[src/rtl/ep_stat_pkg.sv]
package ep_stat_pkg;
  typedef enum logic [1:0] {
    RA_CTRL = 2'd0,
    RA_CFG  = 2'd1,
    RA_STAT = 2'd2,
    RA_IEN  = 2'd3
  } reg_addr_e;

  localparam int unsigned SIZE_W  = 3;
  localparam int unsigned BANK_W  = 2;
  localparam int unsigned NFLAG   = 3;
  localparam int unsigned FL_OVF  = 0;
  localparam int unsigned FL_UDF  = 1;
  localparam int unsigned FL_ZLP  = 2;
  localparam int unsigned ST_OK   = 0;
  localparam int unsigned ST_FLG0 = 1;
  localparam int unsigned ST_TOG0 = 4;
  localparam int unsigned CF_BNK0 = 4;
endpackage

[src/rtl/ep_cfg_check.sv]
module ep_cfg_check
  import ep_stat_pkg::*;
#(
  parameter int unsigned FIFO_BYTES = 256,
  parameter int unsigned MAX_BANKS  = 2,
  parameter int unsigned BASE_BYTES = 8
) (
  input  logic              clk,
  input  logic              rst_n,
  input  logic              alloc_rise,
  input  logic [SIZE_W-1:0] size_code,
  input  logic [BANK_W-1:0] bank_sel,
  output logic              cfg_ok
);
  localparam logic [31:0] CAP  = 32'(FIFO_BYTES);
  localparam logic [31:0] MAXB = 32'(MAX_BANKS);
  localparam logic [31:0] BASE = 32'(BASE_BYTES);

  logic [31:0] ep_bytes;
  logic [31:0] bank_cnt;
  logic [31:0] need_bytes;
  logic        fits;
  logic        cfg_ok_d;
  logic        cfg_ok_q;

  always_comb begin
    ep_bytes   = BASE << size_code;
    bank_cnt   = 32'(bank_sel) + 32'd1;
    need_bytes = ep_bytes * bank_cnt;
    fits       = (need_bytes <= CAP) && (bank_cnt <= MAXB);
    cfg_ok_d   = cfg_ok_q;
    if (alloc_rise) cfg_ok_d = fits;
  end

  always_ff @(posedge clk or negedge rst_n) begin
    if (!rst_n) cfg_ok_q <= 1'b0;
    else        cfg_ok_q <= cfg_ok_d;
  end

  assign cfg_ok = cfg_ok_q;

  AST_CFG_HOLD: assert property (@(posedge clk) disable iff (!rst_n)
    !alloc_rise |=> $stable(cfg_ok_q));
endmodule

[src/rtl/ep_sticky_flags.sv]
module ep_sticky_flags #(
  parameter int unsigned N = 3
) (
  input  logic         clk,
  input  logic         rst_n,
  input  logic [N-1:0] hw_set,
  input  logic [N-1:0] sw_clr,
  output logic [N-1:0] flags
);
  for (genvar g = 0; g < N; g++) begin : g_flag
    logic q;
    logic d;

    always_comb begin
      d = q;
      if (sw_clr[g]) d = 1'b0;
      if (hw_set[g]) d = 1'b1;
    end

    always_ff @(posedge clk or negedge rst_n) begin
      if (!rst_n) q <= 1'b0;
      else        q <= d;
    end

    assign flags[g] = q;

    AST_HW_SET_WINS: assert property (@(posedge clk) disable iff (!rst_n)
      hw_set[g] |=> q);
    AST_NO_SW_SET: assert property (@(posedge clk) disable iff (!rst_n)
      (!q && !hw_set[g]) |=> !q);
    AST_STICKY_HOLD: assert property (@(posedge clk) disable iff (!rst_n)
      (q && !sw_clr[g]) |=> q);
  end
endmodule

[src/rtl/ep_toggle_track.sv]
module ep_toggle_track (
  input  logic       clk,
  input  logic       rst_n,
  input  logic       vld,
  input  logic       rx_tog,
  output logic [1:0] toggle
);
  logic [1:0] tog_d;
  logic [1:0] tog_q;

  always_comb begin
    tog_d = tog_q;
    if (vld) tog_d = {1'b0, rx_tog};
  end

  always_ff @(posedge clk or negedge rst_n) begin
    if (!rst_n) tog_q <= 2'b00;
    else        tog_q <= tog_d;
  end

  assign toggle = tog_q;

  AST_TOG_CAPTURE: assert property (@(posedge clk) disable iff (!rst_n)
    vld |=> (toggle == {1'b0, $past(rx_tog)}));
endmodule

[src/rtl/ep_status_cfg.sv]
module ep_status_cfg
  import ep_stat_pkg::*;
#(
  parameter int unsigned FIFO_BYTES = 256,
  parameter int unsigned MAX_BANKS  = 2,
  parameter int unsigned BASE_BYTES = 8
) (
  input  logic       clk,
  input  logic       rst_n,
  input  logic       reg_wr,
  input  logic [1:0] reg_addr,
  input  logic [7:0] reg_wdata,
  output logic [7:0] reg_rdata,
  input  logic       ovf_evt,
  input  logic       udf_evt,
  input  logic       zlp_evt,
  input  logic       rx_tog_vld,
  input  logic       rx_tog,
  output logic       ep_alloc,
  output logic       ep_irq
);
  logic [1:0]        rst_sync;
  logic              rst_ns;
  logic              wr_ctrl, wr_cfg, wr_stat, wr_ien;
  logic              alloc_d, alloc_q;
  logic [SIZE_W-1:0] size_d, size_q;
  logic [BANK_W-1:0] bank_d, bank_q;
  logic [1:0]        ien_d, ien_q;
  logic              alloc_rise;
  logic              cfg_ok;
  logic [NFLAG-1:0]  hw_set, sw_clr, flags;
  logic [1:0]        toggle;

  // reset: asserted asynchronously, released on a clock edge
  always_ff @(posedge clk or negedge rst_n) begin
    if (!rst_n) rst_sync <= 2'b00;
    else        rst_sync <= {rst_sync[0], 1'b1};
  end
  assign rst_ns = rst_sync[1];

  always_comb begin
    wr_ctrl = reg_wr && (reg_addr_e'(reg_addr) == RA_CTRL);
    wr_cfg  = reg_wr && (reg_addr_e'(reg_addr) == RA_CFG);
    wr_stat = reg_wr && (reg_addr_e'(reg_addr) == RA_STAT);
    wr_ien  = reg_wr && (reg_addr_e'(reg_addr) == RA_IEN);
  end

  always_comb begin
    alloc_d = alloc_q;
    size_d  = size_q;
    bank_d  = bank_q;
    ien_d   = ien_q;
    if (wr_ctrl) alloc_d = reg_wdata[0];
    if (wr_cfg) begin
      size_d = reg_wdata[SIZE_W-1:0];
      bank_d = reg_wdata[CF_BNK0 +: BANK_W];
    end
    if (wr_ien) ien_d = reg_wdata[1:0];
  end

  always_ff @(posedge clk or negedge rst_ns) begin
    if (!rst_ns) begin
      alloc_q <= 1'b0;
      size_q  <= '0;
      bank_q  <= '0;
      ien_q   <= 2'b00;
    end else begin
      alloc_q <= alloc_d;
      size_q  <= size_d;
      bank_q  <= bank_d;
      ien_q   <= ien_d;
    end
  end

  assign alloc_rise = wr_ctrl && reg_wdata[0] && !alloc_q;

  ep_cfg_check #(
    .FIFO_BYTES(FIFO_BYTES),
    .MAX_BANKS (MAX_BANKS),
    .BASE_BYTES(BASE_BYTES)
  ) u_cfg (
    .clk       (clk),
    .rst_n     (rst_ns),
    .alloc_rise(alloc_rise),
    .size_code (size_q),
    .bank_sel  (bank_q),
    .cfg_ok    (cfg_ok)
  );

  always_comb begin
    hw_set         = '0;
    hw_set[FL_OVF] = ovf_evt;
    hw_set[FL_UDF] = udf_evt;
    hw_set[FL_ZLP] = zlp_evt;
    sw_clr         = {NFLAG{wr_stat}} & ~reg_wdata[ST_FLG0 +: NFLAG];
  end

  ep_sticky_flags #(.N(NFLAG)) u_flags (
    .clk   (clk),
    .rst_n (rst_ns),
    .hw_set(hw_set),
    .sw_clr(sw_clr),
    .flags (flags)
  );

  ep_toggle_track u_tog (
    .clk   (clk),
    .rst_n (rst_ns),
    .vld   (rx_tog_vld),
    .rx_tog(rx_tog),
    .toggle(toggle)
  );

  always_comb begin
    reg_rdata = 8'h00;
    case (reg_addr_e'(reg_addr))
      RA_CTRL: reg_rdata[0] = alloc_q;
      RA_CFG: begin
        reg_rdata[SIZE_W-1:0]        = size_q;
        reg_rdata[CF_BNK0 +: BANK_W] = bank_q;
      end
      RA_STAT: begin
        reg_rdata[ST_OK]             = cfg_ok;
        reg_rdata[ST_FLG0 +: NFLAG]  = flags;
        reg_rdata[ST_TOG0 +: 2]      = toggle;
      end
      default: reg_rdata[1:0] = ien_q;
    endcase
  end

  assign ep_alloc = alloc_q;
  assign ep_irq   = (flags[FL_OVF] & ien_q[0]) | (flags[FL_UDF] & ien_q[1]);

  AST_IRQ_NEEDS_EN: assert property (@(posedge clk) disable iff (!rst_ns)
    (ien_q == 2'b00) |-> !ep_irq);
  AST_ALLOC_FOLLOWS: assert property (@(posedge clk) disable iff (!rst_ns)
    wr_ctrl |=> (ep_alloc == $past(reg_wdata[0])));
endmodule

[config.mk]
export PLATFORM = sky130hd
export DESIGN_NAME = ep_status_cfg
export DESIGN_NICKNAME = d
export VERILOG_FILES = /design/src/rtl/ep_stat_pkg.sv /design/src/rtl/ep_cfg_check.sv /design/src/rtl/ep_sticky_flags.sv /design/src/rtl/ep_toggle_track.sv /design/src/rtl/ep_status_cfg.sv
export SDC_FILE = /design/constraint.sdc
export NUM_CORES = 1
export LEC_CHECK = 0
export ABC_AREA = 1
export BUFFER_PORTS_ARGS = -buffer_cell sky130_fd_sc_hd__buf_2
export CAP_MARGIN = 20
export CORE_ASPECT_RATIO = 0.75
export CORE_MARGIN = 2
export CORE_UTILIZATION = 46
export CTS_CLUSTER_SIZE = 24
export DETAILED_ROUTE_END_ITERATION = 10
export PLACE_DENSITY = 0.7
export SYNTH_ARGS = -nofsm -noshare
export SYNTH_HDL_FRONTEND = slang
export SYNTH_SLANG_ARGS = --single-unit
export TNS_END_PERCENT = 100
[constraint.sdc]
create_clock -name clk -period 0.8 [get_ports clk]
set_input_delay 0.04 -clock clk [delete_from_list [all_inputs] [get_ports clk]]
set_output_delay 0.04 -clock clk [all_outputs]
set_load 0.005 [all_outputs]
======== Word-level counts from Yosys, hierarchy flattened ========
Cells that the tools add are included.
storage, ports and cells
  bits in registers ....................... 15
  bits in latches ......................... 0
  bits in writable memories ............... 0
  memory bits (read-only) ................. 0
  bits of input ports ..................... 18
  output and inout bits ................... 10
  word-level logic and storage cells ...... 46
  memories kept ........................... 0
cells by class
  $add $sub $neg .......................... 1
  multipliers ............................. 1
  div/mod/pow operators ................... 0
  magnitude comparators ................... 2
  equal/unequal tests ..................... 3
  shift-type cells ........................ 1
  mux-type cells .......................... 11
  bitwise operators ....................... 5
  reductions and logical operators ........ 12
operators by type and width
  cell                                                  count
  <= comparator 32 x 2 -> 1 bit, second input constant  1
  <= comparator 32 x 9 -> 1 bit, second input constant  1
  multiplier 32 x 32 -> 32 bit                          1
  left shift 4 x 3 -> 32 bit, first input constant      1
  logical AND 1 bit                                     7
  two-way mux 1 bit                                     7
  case mux 1 bit (3 select lines)                       2
  nonzero test 2 bit                                    3
  equality test 2 bit, second input constant            2
  case mux 2 bit (2 select lines)                       1
  adder 2 x 1 -> 3 bit, second input constant           1
  bitwise AND 3 bit                                     1
  inverter 3 bit                                        1
  bitwise AND 1 bit                                     2
  equality test 2 x 1 -> 1 bit, second input constant   1
  logical NOT 2 bit                                     1
  case mux 1 bit (2 select lines)                       1
  logical NOT 1 bit                                     1
  OR 1 bit                                              1

======== Depth between registers and ports, before layout ========
Gate-level depths: netlist of run 1.
  depth in word-level cells ............... 5
  gate-level depth with buffers ........... 19
  depth with buffers taken out ............ 18

======== Modules after synthesis ========
A second synthesis of run 1 with hierarchy kept.
second synthesis, totals
  cells, all modules ...................... 234
  area, all modules ....................... 1567.8 µm²
modules (own cells, without submodules)
  module           times used  cells an instance  area each (µm²)  sequential area each (µm²)
  ep_cfg_check     1           126                767.0            25.0
  ep_status_cfg    1           83                 606.8            250.2
  ep_sticky_flags  1           18                 142.6            75.1
  ep_toggle_track  1           7                  51.3             25.0

======== Worst setup path before layout of run 1 ========
OpenSTA, ideal clock, no wires.
  path kind ............................... flip-flop to flip-flop
  start point ............................. reg bank_q[0]
  end point ............................... reg u_cfg.cfg_ok_q (netlist: u_cfg.cfg_ok)
  setup time .............................. 0.065 ns
  arrival time ............................ 2.658 ns
  required time ........................... 0.735 ns
  setup slack ............................. -1.923 ns
  stages on the path, launching flop included .. 16
  buffers on the path ..................... 0
  period minus slack after synthesis ...... 2.723 ns
  cells stage by stage .................... dfrtp_1 > inv_2 > ha_1 > nand2_1 > fa_1 > inv_1 > ha_1 > inv_1 > fa_1 > nor3b_1 > nand3_1 > nand2_1 > inv_1 > nor2_1 > nand3_1 > nand2_1
on the way
  word-level cells in the longest chain between the ends .. 4
  elaborated cells on any way between the ends .. 5
  those cells by class .................... 1 x add/sub; 1 x mul; 2 x order compare; 1 x reduce/logical
ends and longest elaborated chain
  what                           line                 text
  start: declaration             ep_status_cfg.sv:27  logic [BANK_W-1:0] bank_d, bank_q;
  start signal: assignment       ep_status_cfg.sv:70  bank_q <= bank_d;
  adder 2 x 1 -> 3 bit (*)       ep_cfg_check.sv:28   bank_cnt = 32'(bank_sel) + 32'd1;
  multiplier 32 x 32 -> 32 bit   ep_cfg_check.sv:29   need_bytes = ep_bytes * bank_cnt;
  <= comparator 32 x 9 -> 1 bit  ep_cfg_check.sv:30   fits = (need_bytes <= CAP) && (bank_cnt <= MAXB);
  logical AND 1 bit (*)          ep_cfg_check.sv:30
  end signal: assignment         ep_cfg_check.sv:37   else cfg_ok_q <= cfg_ok_d;
  end: declaration               ep_cfg_check.sv:24   logic cfg_ok_q;
Every way passes the cells marked *; elsewhere a longest branch is shown, timed or not.
A chain may end at the register's enable or synchronous reset.

======== Worst setup path after layout of run 1 ========
  start point ............................. reg size_q[1]
  end point ............................... reg u_cfg.cfg_ok_q (netlist: u_cfg.cfg_ok)
on the way
  word-level cells in the longest chain between the ends .. 4
ends and longest elaborated chain
  what                           line                 text
  start: declaration             ep_status_cfg.sv:26  logic [SIZE_W-1:0] size_d, size_q;
  start signal: assignment       ep_status_cfg.sv:69  size_q <= size_d;
  left shift 4 x 3 -> 32 bit     ep_cfg_check.sv:27   ep_bytes = BASE << size_code;
  multiplier 32 x 32 -> 32 bit   ep_cfg_check.sv:29
  <= comparator 32 x 9 -> 1 bit  ep_cfg_check.sv:30
  logical AND 1 bit              ep_cfg_check.sv:30
No other way between the ends.

==> results.cfg, run 1 <==
[timing]
finalClockSkew_ns = 0.00359
fin_tns_setup_ns = -5.17
post-route-period-util = 3.38
finalCriticalPeriod_ns = 2.70
maxSlewViolCount = 0
fin_hold_ws_ns = 0.0206
fin_ws_ns = -1.90
fmax_mhz = 370
hold_violations = 0
setup_violations = 14
rsz0062_at_grt = true

[synth]
synth_ff_type = dfrtp_1
synth_area_um2 = 1570
synth_edf_count = 0
synth_warnings = 0
synth_seq_area_share = 0.238
netlist_instances = 230
synthArstFlopShare = 1.00
avgSynthCellArea_um2 = 6.84
synth_seq_cells = 15
ys_types = 25

[critical_path]
crit_required_ns = 0.99
worstSetupPathType = reg2reg
critPathMaxFanout = 5
cp-end-kind = flip-flop
start_kind = flip-flop
arrival_ns = 2.89

[routing]
drt_iter0_markers = 86
drc = 0
drtAntennaViolNets = 0
wl_per_cell_um = 13.5
vias = 1704
firstDrtPassIters = 4
routed_wl_um = 4620
viasPerCell = 5.00

[pwr]
ir_worst_vdd_mv = 1.50
p_per_area_nw_per_um2 = 1520
leakage_nw = 1.29

[placement]
post_dp_cell_area_um2 = 2000
dp.cells = 323
place_hpwl_um = 3160
portBuffers = 23
gp_congestion = 0.831

[cells_and_area]
seqCellArea_um2 = 379
finish.utilization = 0.723
layout-drive-gt1-share = 0.395
fin_cells = 341
syn_to_final_growth_pct = 51.1
finish.instance_area_um2 = 2380
finalNetCount = 345
multi_input_area_um2 = 1180
n_antenna_cell = 0
n_fill_cell = 253

[global_route]
grt_usage = 0.228
grt_overflow = 0
grt_pass1_wl_um = 6690
antenna_found_initial = 0
grt_max_degree = 12
grt_pass1_vias = 1439

[run_status]
failed_checks = setup timing
status = finished with violations

[cts]
path_clk_slew_ns = 0.07
cts_buffers = 3
cts.path.max_buffers = 2
cts_tree = done
htreeDepth = 1
cts_sinks = 15
worst_skew_pair.late_latency_ns = 0.25
cts_root_buffer = clkbuf_8

[die]
die_area_um2 = 3910
core_um2 = 3290
fp.dieW_um = 71.5
die_y_um = 54.7
ioPinCount = 28
initial_utilization = 0.479
rows = 18

[min_path]
hp-class = in2reg

[job]
max-cap-violations = 0
==> power breakdown <==
group / switching (mW) / leakage [nW] / internal [mW] / total, mW
registers: 0.110 / 0.167 / 0.859 / 0.969
clock network: 0.289 / 0.0255 / 0.345 / 0.635
logic: 1.00 / 1.10 / 1.01 / 2.02
==> worst max-delay path, cell delays in order (launching register included) <==
cell	delay, ns
dfrtp_2	0.44
inv_2	0.08
nor3_4	0.21
nand2_1	0.10
fa_1	0.45
inv_1	0.07
ha_2	0.17
inv_2	0.04
fa_2	0.51
nor3b_2	0.16
nand3_1	0.09
nand2_1	0.06
inv_1	0.04
nor2_1	0.08
nand3_1	0.07
nand2_1	0.06
==> kinds of logic after synthesis <==
| group | after synthesis | synth area share |
|---|---|---|
| and+or+nand+nor | 111 | 0.296 |
| buffers and inverters | 53 | 0.133 |
| adders and majority gates | 25 | 0.232 |
| AOI/OAI and AO/OA | 22 | 0.0787 |
| DFF | 15 | 0.238 |
| other | 2 | 0.00477 |
| xor gates and xnor gates | 1 | 0.0103 |
| muxes | 1 | 0.00715 |
==> registers in the layout, indices dropped and copies added, names as in the netlist <==
signal            flops
ep_alloc              1
u_cfg.cfg_ok          1
ien_q                 2
u_flags.g_flag.q      3
size_q                3
u_tog.toggle          1
bank_q                2
rst_sync              2
==> worst paths after layout <==
path / cells after the start / start / to / slack (ns)
setup reg to reg: 15 / size_q[1] / u_cfg.cfg_ok / -1.90
hold / removal: 3 / reg_wdata[3] / u_flags.g_flag[2].q / 0.02
max in group asynchronous: 1 / rst_sync[1] / size_q[0] / 0.38
min in group asynchronous: 0 / rst_sync[1] / bank_q[1] / 0.04
hold reg to reg: 0 / rst_sync[1] / bank_q[1] / 0.04
setup / recovery: 15 / size_q[1] / u_cfg.cfg_ok / -1.90
==> per-layer routing <==
metal	track usage	up-vias	routed length, um
met5	0	-	0
met4	0.0346	0	16
met3	0.0405	2	277
met2	0.375	53	2230
met1	0.323	799	2090
li1	-	850	-
==> cell type report <==
type / instances / area share
clock inverters: 1 / 0.00210
flip-flops and latches: 15 / 0.159
repair buffers: 70 / 0.225
inverters: 49 / 0.0773
multi-input cells: 163 / 0.498
clock buffers: 3 / 0.0174
well taps: 40 / 0.0210
==> Yosys cell counts, types with 2 or more instances <==
master | number | area (um2)
nand2_1 | 64 | 240
inv_1 | 47 | 176
ha_1 | 18 | 225
nor2_1 | 18 | 67.6
dfrtp_1 | 15 | 375
nand3_1 | 15 | 75.1
a21oi_1 | 10 | 50.1
fa_1 | 7 | 140
nor3_1 | 7 | 35.0
o21ai_0 | 7 | 35.0
nor4_1 | 3 | 18.8
buf_2 | 2 | 10.0
buf_4 | 2 | 15.0
conb_1 | 2 | 7.51
inv_2 | 2 | 7.51
o21bai_1 | 2 | 15.0
==> what timing repair did <==
action	CTS	global route
setup endpoints to repair	14	18
cloned	0	0
hold buffers	4	0
hold endpoints to repair	5	0
pin swaps	6	4
resized for setup	36	20
setup buffers	9	3
==> cells in the final DEF, fill, tap and decap left out, types with 5 or more instances in the layout <==
master / count
inv_2: 8
fa_1: 6
a21oi_1: 5
buf_4: 31
inv_1: 41
buf_6: 14
nor2_1: 18
ha_4: 5
buf_2: 21
nand3_1: 15
a21oi_2: 5
nand2_2: 9
nand2_1: 54
ha_1: 10
dfrtp_1: 12
==> metrics by stage <==
stage	setup WS, ns	power (mW)
2_1_floorplan	-1.78	1.83
3_3_place_gp	-1.95	2.46
3_5_place_dp	-1.98	2.49
4_1_cts	-1.83	3.46
5_1_grt	-2.07	3.86
6_report	-1.90	3.62
No activity file was read; power rests on OpenSTA's default activity.
==> run 2: changes to the inputs <==
--- a/config.mk
+++ b/config.mk
@@ -13,7 +13,10 @@
 export CORE_UTILIZATION = 46
 export CTS_CLUSTER_SIZE = 24
 export DETAILED_ROUTE_END_ITERATION = 10
+export GPL_TIMING_DRIVEN = 1
 export PLACE_DENSITY = 0.7
+export REMOVE_ABC_BUFFERS = 1
+export SKIP_LAST_GASP = 1
 export SYNTH_ARGS = -nofsm -noshare
 export SYNTH_HDL_FRONTEND = slang
 export SYNTH_SLANG_ARGS = --single-unit
==> results.cfg, run 2 (synthesized netlist as in run 1, its figures left out) <==
[global_route]
grt_usage = 0.220
antenna_found_initial = 0
grt_overflow = 0
grt_pass1_vias = 1506
grt_pass1_wl_um = 6610
grt_max_degree = 13

[cts]
worst_skew_pair.late_latency_ns = 0.24
htreeDepth = 1
cts.path.max_buffers = 2
cts_root_buffer = clkbuf_8
cts_buffers = 3
path_clk_slew_ns = 0.06
cts_sinks = 15
cts_tree = done

[critical_path]
r2r_slack_ns = -2.07
cp-end-kind = flip-flop
worstPathCellList = buf_6 -> nor2_4 -> nand3_2 -> fa_1 -> inv_1 -> ha_2 -> inv_1 -> fa_2 -> nor3b_2 -> nand3_1 -> nand2_1 -> inv_1 -> nor2_1 -> nand3_1 -> nand2_1
critPathMaxFanout = 4
start_kind = flip-flop
cpMostUsedCell = inv_1
critical_path.slowest_cell = fa_1
r2r_start = size_q[0]
r2r_end = u_cfg.cfg_ok
crit_required_ns = 0.99
arrival_ns = 3.05
worstSetupPathType = reg2reg
cp_slowest_stage_delay_ns = 0.51
reg2reg_depth = 15

[timing]
fin_hold_ws_ns = 0.0178
fin_ws_ns = -2.07
maxSlewViolCount = 0
post-route-period-util = 3.58
fin_tns_setup_ns = -5.41
finalClockSkew_ns = 0.00171
hold_violations = 0
finalCriticalPeriod_ns = 2.87
fmax_mhz = 349
rsz0062_at_grt = true
setup_violations = 12

[routing]
drtAntennaViolNets = 0
routed_wl_um = 4910
firstDrtPassIters = 5
drt_iter0_markers = 116
drc = 0
wl_per_cell_um = 14.2
vias = 1789
viasPerCell = 5.19

[die]
fp.dieW_um = 71.5
initial_utilization = 0.479
rows = 18
ioPinCount = 28
core_um2 = 3290
die_y_um = 54.7
die_area_um2 = 3910

[placement]
post_dp_cell_area_um2 = 2000
portBuffers = 23
dp.cells = 327
place_hpwl_um = 3070
dp_worst_setup_slack_ns = -2.01
gp_congestion = 0.880

[pwr]
ir_worst_vdd_mv = 1.20
total_power_mw = 3.65
leakage_nw = 1.31
p_per_area_nw_per_um2 = 1520

[cells_and_area]
top_regs = size_q: 3 flops, u_flags.g_flag.q: 3 flops
layout_common_cells = nand2_1, inv_1, buf_4
finalNetCount = 349
n_antenna_cell = 0
layout-drive-gt1-share = 0.374
finish.utilization = 0.728
n_fill_cell = 218
syn_to_final_growth_pct = 52.0
finish.instance_area_um2 = 2390
fin_cells = 345
final_common_cell = nand2_1

[run_status]
failed_checks = setup timing
status = finished with violations

[min_path]
hp-class = reg2async

[job]
max-cap-violations = 0
run 2: cell count changes in the layout (fill, tap and decap cells not counted), moves of 3 or more:
cell / delta
buf_4: +6
buf_6: -3
nand2_2: -7
inv_2: -3
nand2_1: +6
run 2: how the worst max path moves through the flow:
stage / start / slack, ns / endpoint / cells after the start
2_1_floorplan: bank_q[0] / -1.92 / u_cfg.cfg_ok / 15
3_3_place_gp: size_q[0] / -1.96 / u_cfg.cfg_ok / 15
3_5_place_dp: size_q[1] / -2.01 / u_cfg.cfg_ok / 15
4_1_cts: size_q[0] / -1.86 / u_cfg.cfg_ok / 15
5_1_grt: size_q[2] / -2.15 / u_cfg.cfg_ok / 15
6_report: size_q[0] / -2.07 / u_cfg.cfg_ok / 15
run 2: repair_timing:
item,in CTS,in global routing
gates resized for setup,31,25
gates cloned,0,0
pin swaps,11,4
hold buffers,4,0
setup endpoints to repair,12,16
hold endpoints to repair,5,0
buffers inserted,9,2
run 2: critical path: cells and delay by family, from the launching register on:
kind	cells	cell delay [ns]
and+or+nand+nor	8	0.82
adders and majority gates	3	1.20
DFF	1	0.46
buffers and inverters	4	0.34
run 2: cell type report:
class / instances / area [um2] / share of cell area
clock buffers: 3 / 41.3 / 0.0173
clock inverters: 1 / 5.00 / 0.00209
inverters: 49 / 186 / 0.0779
multi-input cells: 163 / 1180 / 0.493
flip-flops and latches: 15 / 379 / 0.158
well taps: 40 / 50.0 / 0.0209
repair buffers: 74 / 552 / 0.231
run 2: routing by layer:
layer  track usage  wire, um  up-vias
met5             0         0        -
met4        0.0252        91        0
met3        0.0331       303       12
met2         0.367      2370       66
met1         0.315      2140      847
li1              -         -      864
run 2: power by group:
group	switching [mW]	internal [mW]	leakage [nW]	total [mW]
clock network	0.267	0.344	0.0255	0.611
logic	1.04	1.03	1.12	2.07
registers	0.106	0.859	0.167	0.965
total	1.41	2.23	1.31	3.65
